<file path="src/rtl/ecc_maj_pkg.sv">
package ecc_maj_pkg;

  // Multiply two elements of GF(2^m) given the reduction polynomial (bit m set).
  function automatic int gf_mul(input int m, input int poly, input int a, input int b);
    int acc;
    int sh;
    acc = 0;
    sh  = a;
    for (int i = 0; i < m; i++) begin
      if (((b >> i) & 1) == 1) acc = acc ^ sh;
      sh = sh << 1;
      if (((sh >> m) & 1) == 1) sh = sh ^ poly;
    end
    return acc;
  endfunction

  // Line (check row) of group u that passes through bit p = x*q + y.
  // Group 0: vertical lines x = c. Group u>0: y = (u-1)*x + b, line index b.
  function automatic int line_of(input int m, input int poly, input int u, input int p);
    int q;
    int x;
    int y;
    q = 1 << m;
    x = p / q;
    y = p % q;
    if (u == 0) return x;
    return y ^ gf_mul(m, poly, u - 1, x);
  endfunction

  // Source bit for permuted position pos = line*q + k of group u.
  function automatic int src_of(input int m, input int poly, input int u, input int pos);
    int q;
    int b;
    int x;
    q = 1 << m;
    if (u == 0) return pos;
    b = pos / q;
    x = pos % q;
    return x * q + (gf_mul(m, poly, u - 1, x) ^ b);
  endfunction

endpackage

</file>
<file path="src/rtl/ecc_xor_block.sv">
module ecc_xor_block #(
  parameter int ROWS = 8,
  parameter int RHO  = 8
) (
  input  logic [ROWS*RHO-1:0] bits_i,
  output logic [ROWS-1:0]     par_o
);
  // Base check block: each row covers RHO contiguous bits, one 1 per column.
  for (genvar r = 0; r < ROWS; r++) begin : g_row
    assign par_o[r] = ^bits_i[r*RHO +: RHO];
  end
endmodule

</file>
<file path="src/rtl/ecc_check_unit.sv">
module ecc_check_unit
  import ecc_maj_pkg::*;
#(
  parameter int GF_M    = 3,
  parameter int GF_POLY = 11,
  parameter int UNIT    = 0,
  localparam int Q      = 1 << GF_M,
  localparam int N      = Q * Q
) (
  input  logic [N-1:0] word_i,
  input  logic         en_i,
  output logic [Q-1:0] chk_o
);
  logic [N-1:0] perm;
  logic [Q-1:0] raw;

  // Group-specific wiring that turns this bundle of lines into contiguous rows.
  for (genvar pos = 0; pos < N; pos++) begin : g_perm
    localparam int SRC = src_of(GF_M, GF_POLY, UNIT, pos);
    assign perm[pos] = word_i[SRC];
  end

  ecc_xor_block #(.ROWS(Q), .RHO(Q)) u_xor (
    .bits_i (perm),
    .par_o  (raw)
  );

  // A disabled group reports no failing check.
  assign chk_o = en_i ? raw : '0;
endmodule

</file>
<file path="src/rtl/ecc_bit_vote.sv">
module ecc_bit_vote #(
  parameter int UNITS = 8,
  localparam int CW   = $clog2(UNITS + 1)
) (
  input  logic [UNITS-1:0] votes_i,
  input  logic [CW-1:0]    thresh_i,
  output logic             flip_o
);
  logic [CW-1:0] cnt;

  always_comb begin
    cnt = '0;
    for (int u = 0; u < UNITS; u++) begin
      cnt = cnt + CW'(votes_i[u]);
    end
  end

  assign flip_o = (cnt > thresh_i);
endmodule

</file>
<file path="src/rtl/ecc_maj_decoder.sv">
module ecc_maj_decoder
  import ecc_maj_pkg::*;
#(
  parameter int GF_M      = 3,
  parameter int GF_POLY   = 11,
  parameter int GAMMA_MIN = 2,
  parameter int GAMMA_MAX = 8,
  localparam int Q        = 1 << GF_M,
  localparam int WORD_W   = Q * Q,
  localparam int UNITS    = GAMMA_MAX,
  localparam int SW       = $clog2(GAMMA_MAX + 1),
  localparam int CW       = $clog2(UNITS + 1)
) (
  input  logic              clk,
  input  logic              rst,
  input  logic              in_valid,
  input  logic [WORD_W-1:0] in_word,
  input  logic [SW-1:0]     strength,
  output logic              out_valid,
  output logic [WORD_W-1:0] out_word,
  output logic              out_err_seen
);
  logic [SW-1:0]     g_eff;
  logic [SW-1:0]     g_half;
  logic [CW-1:0]     thresh;
  logic [UNITS-1:0]  unit_en;
  logic [Q-1:0]      chk   [UNITS];
  logic [UNITS-1:0]  votes [WORD_W];
  logic [UNITS-1:0]  unit_any;
  logic [WORD_W-1:0] est;
  logic [WORD_W-1:0] fixed;
  logic              any_fail;

  // Clamp the requested strength into the legal range.
  always_comb begin
    if (strength < SW'(GAMMA_MIN))      g_eff = SW'(GAMMA_MIN);
    else if (strength > SW'(GAMMA_MAX)) g_eff = SW'(GAMMA_MAX);
    else                                g_eff = strength;
  end

  assign g_half = g_eff >> 1;
  assign thresh = CW'(g_half);

  for (genvar u = 0; u < UNITS; u++) begin : g_unit
    assign unit_en[u] = (g_eff > SW'(u));

    ecc_check_unit #(
      .GF_M    (GF_M),
      .GF_POLY (GF_POLY),
      .UNIT    (u)
    ) u_chk (
      .word_i (in_word),
      .en_i   (unit_en[u]),
      .chk_o  (chk[u])
    );

    assign unit_any[u] = |chk[u];
  end

  // Route each bit's orthogonal checks to its vote.
  for (genvar p = 0; p < WORD_W; p++) begin : g_bit
    for (genvar u = 0; u < UNITS; u++) begin : g_src
      localparam int LN = line_of(GF_M, GF_POLY, u, p);
      assign votes[p][u] = chk[u][LN];
    end

    ecc_bit_vote #(.UNITS(UNITS)) u_vote (
      .votes_i  (votes[p]),
      .thresh_i (thresh),
      .flip_o   (est[p])
    );
  end

  assign fixed    = in_word ^ est;
  assign any_fail = |unit_any;

  always_ff @(posedge clk) begin
    if (rst) begin
      out_valid    <= 1'b0;
      out_word     <= '0;
      out_err_seen <= 1'b0;
    end else begin
      out_valid <= in_valid;
      if (in_valid) begin
        out_word     <= fixed;
        out_err_seen <= any_fail;
      end
    end
  end
endmodule

</file>
<file path="config.mk">
export PLATFORM = sky130hd
export DESIGN_NAME = ecc_maj_decoder
export DESIGN_NICKNAME = d
export VERILOG_FILES = /design/src/rtl/ecc_maj_pkg.sv /design/src/rtl/ecc_xor_block.sv /design/src/rtl/ecc_check_unit.sv /design/src/rtl/ecc_bit_vote.sv /design/src/rtl/ecc_maj_decoder.sv
export SDC_FILE = /design/constraint.sdc
export NUM_CORES = 1
export LEC_CHECK = 0
export BUFFER_PORTS_ARGS = -buffer_cell sky130_fd_sc_hd__buf_2
export CORE_MARGIN = 2
export CORE_UTILIZATION = 55
export CTS_BUF_LIST = sky130_fd_sc_hd__clkbuf_16
export DETAILED_ROUTE_END_ITERATION = 8
export PLACE_DENSITY = 0.78
export SLEW_MARGIN = 20
export SYNTH_ARGS = -nofsm -noshare
export SYNTH_HDL_FRONTEND = slang
export SYNTH_SLANG_ARGS = --single-unit
</file>
<file path="constraint.sdc">
create_clock -name clk -period 6.3 [get_ports clk]
set_input_delay 0 -clock clk [delete_from_list [all_inputs] [get_ports clk]]
set_output_delay 0 -clock clk [all_outputs]
set_load 0.05 [all_outputs]
</file>
==> flow_summary.json <==
{
  "status": "finished clean",
  "clock.fmax_mhz": 173,
  "path_depth": 22,
  "std_cell_rows": 74,
  "global_route.overflow_total": 0,
  "async_reset_ff_frac": 0,
  "synthesized_area_fraction_occupied_by_ao_oa_aoi_and_oai_cells": 0.0805,
  "crit_path_max_incr_delay_ns": 0.80,
  "ctsRootBufferMaster": "sky130_fd_sc_hd__clkbuf_16",
  "worstSkewPairLatency_ns": 0.40,
  "placed_cells": 3164,
  "globalRoute.busiestLayer": "met2",
  "global_route_wire_length_before_repair_mm": 121,
  "detailedPlacementHpwl_mm": 63.7,
  "netlist.top_cell.by_area": "sky130_fd_sc_hd__fa_1",
  "layout-drive-gt1-share": 0.102,
  "cts_tree": "done",
  "cp_num_buf_inv": 6,
  "hold_viol_final": 0,
  "die_h_um": 206,
  "synthDominantCellAreaShare": 0.228,
  "path_clk_slew_ns": 0.06,
  "finish.cell_count_without_fillers": 3182,
  "fin_skew_ns": 0,
  "grt_max_degree": 67,
  "timing.critical_path.max_delay_family": "adder cells",
  "cpMaxStageDelayCell": "sky130_fd_sc_hd__xnor2_1",
  "fin_tns_setup_ns": 0,
  "vias": 18700,
  "cts_buffer_depth": 2,
  "synth_edf_count": 0,
  "muxShareOfSynthArea": 0.0285,
  "post_synth_inst_count": 2484,
  "yosys.area_share.simple": 0.0436,
  "number_of_antenna_violations_at_the_first_check_in_global_routing": 3,
  "crit_fanout": 7,
  "fillCellCount": 3463,
  "cp_data_required_time_ns": 6.55,
  "critical_path.cell_chain": "buf_2, xnor2_1, xnor2_1, xnor2_1, buf_4, ha_1, inv_1, fa_1, fa_1, inv_1, fa_1, inv_1, fa_1, inv_1, ha_1, nor2b_1, o21ai_0, a32oi_1, a21oi_1, xnor2_1, mux2i_1, nor2_1",
  "dr.pass1.iters": 5,
  "synth_adder_area_share": 0.441,
  "synth_register_bits": 66,
  "synthTopCellsByCount": "sky130_fd_sc_hd__inv_1, sky130_fd_sc_hd__xnor2_1, sky130_fd_sc_hd__ha_1, sky130_fd_sc_hd__fa_1, sky130_fd_sc_hd__nor2_1",
  "globalRouteMet1Util": 0.486,
  "rsz0062_at_grt": "false",
  "max-slew-margin-rel": 0.220,
  "dr.first_iter.drc_count": 1711,
  "fin_crit_ns": 5.78,
  "setup.worst_path.start_class": "primary input",
  "cts_buffers": 9,
  "hold_class": "primary input to flip-flop",
  "type_of_destination_of_the_critical_path": "flip-flop",
  "drt_drc_violations_left": 0,
  "grt.met3_usage": 0.101,
  "path_class": "primary input to flip-flop",
  "routed_wirelength_mm": 82.4,
  "total_nets_after_synthesis": 3195,
  "number_of_cells_on_the_worst_reg_to_reg_path": 2,
  "yosys_most_used_dff": "sky130_fd_sc_hd__dfxtp_1",
  "design.final.nets": 3354,
  "final_weighted_congestion_in_routability_driven_placement": 1.11,
  "setup_viol_count_final": 0,
  "yosys.area_share.xor_xnor": 0.226,
  "max_cap_viol_count": 0,
  "io_port_bufs": 136,
  "postCtsSetupBuffers": 0,
  "cts.htree.levels": 3,
  "synth_cell_types": 39,
  "vias_per_cell": 5.86,
  "die_x_extent_um": 206,
  "wl_per_cell_um": 25.9,
  "finalCritPeriodShare": 0.918,
  "synth_top_family_by_area": "adder cells",
  "die-area_um2": 42500,
  "vias_in_the_first_global_route": 19600,
  "synthesis.area_um2": 22500,
  "synth-warning-count": 0,
  "synthMostInstantiatedCell": "sky130_fd_sc_hd__inv_1",
  "post_cts_resize_count": 0,
  "whs_path_depth": 3,
  "grt.met2_usage": 0.602,
  "initial_utilization": 0.554,
  "fp.coreArea_um2": 40600,
  "cp.arrival_ns": 6.03,
  "flow.area_growth_from_synthesis_pct": 8.63,
  "tightest_slew_ns": 1.17,
  "synth.top_cells.by_area": "sky130_fd_sc_hd__fa_1, sky130_fd_sc_hd__ha_1, sky130_fd_sc_hd__xnor2_1",
  "boundaryPins": 137,
  "final_max_slew_viol_count": 0,
  "ys_seq_area_frac": 0.0587,
  "hold_buffers": 0,
  "global_route.usage.total": 0.400,
  "clock_sink_count": 66,
  "syn_avg_cell_area_um2": 9.06,
  "drt_antenna_net_count": 0
}
==> layer usage <==
layer / share of wire / routed length (um)
met5: 0.000097 / 8
met4: 0.096 / 7910
met3: 0.10 / 8460
met2: 0.43 / 35000
met1: 0.38 / 30900
==> worst register-to-register path, stage by stage (launching register included) <==
cell and delay [ns]:
sky130_fd_sc_hd__dfxtp_1 0.44, sky130_fd_sc_hd__o21bai_1 0.09, sky130_fd_sc_hd__a31oi_1 0.17
==> per-stage QoR <==
stage	setup slack (ns)	utilization	area [um^2]	hold slack, ns
final	0.518	0.601	24400	0.156
after global routing	0.537	0.601	24400	0.166
after CTS	0.796	0.601	24400	0.143
after detailed placement	0.391	0.592	24100	0.478
after global placement	0.484	0.592	24100	0.467
after floorplan	0.894	-	22500	0.214
==> sequential cells by signal (all words and copies together), names as in the netlist <==
| register | flops |
|---|---|
| out_word | 64 |
| out_valid | 1 |
| out_err_seen | 1 |
==> final cells by class <==
cell class                      instances  area [um^2]  share of cell area
Antenna cell                            2         5.00            0.000205
Clock inverter                          7          133             0.00543
Inverter                              579         2170              0.0889
Sequential cell                        66         1320              0.0541
Multi-Input combinational cell       1755        18500               0.758
Clock buffer                            9          225             0.00921
Tap cell                              532          666              0.0272
Timing Repair Buffer                  232         1400              0.0574
==> worst paths after layout <==
path | start | endpoint | slack, ns
max | in_word[36] | out_word[12] | 0.52
min | in_valid | out_word[1] | 0.16
max reg2reg | out_err_seen | out_err_seen | 5.53
min reg2reg | out_word[40] | out_word[40] | 0.49
==> cell families (layout without fill, tap and decap cells) <==
family | after synthesis | in the layout
flip-flops | 66 | 66
other | 0 | 2
AO/OA/AOI/OAI | 274 | 274
adder cells (fa/ha/maj) | 640 | 640
AND/OR/NAND/NOR | 201 | 201
buffers and inverters | 663 | 827
XOR/XNOR | 576 | 576
multiplexers | 64 | 64
==> cells in the final DEF, fill, tap and decap left out, drive strengths merged, types with 65 or more instances in the layout <==
cell type    n
a21oi       66
buf        232
dfxtp       66
fa         256
ha         384
inv        580
nor2        81
nor2b       65
o21ai       66
xnor2      497
xor2        79
Power is left out: the tool's default activity adds up to more than one toggle a clock period on the data nets, which glitch-free logic cannot reach.
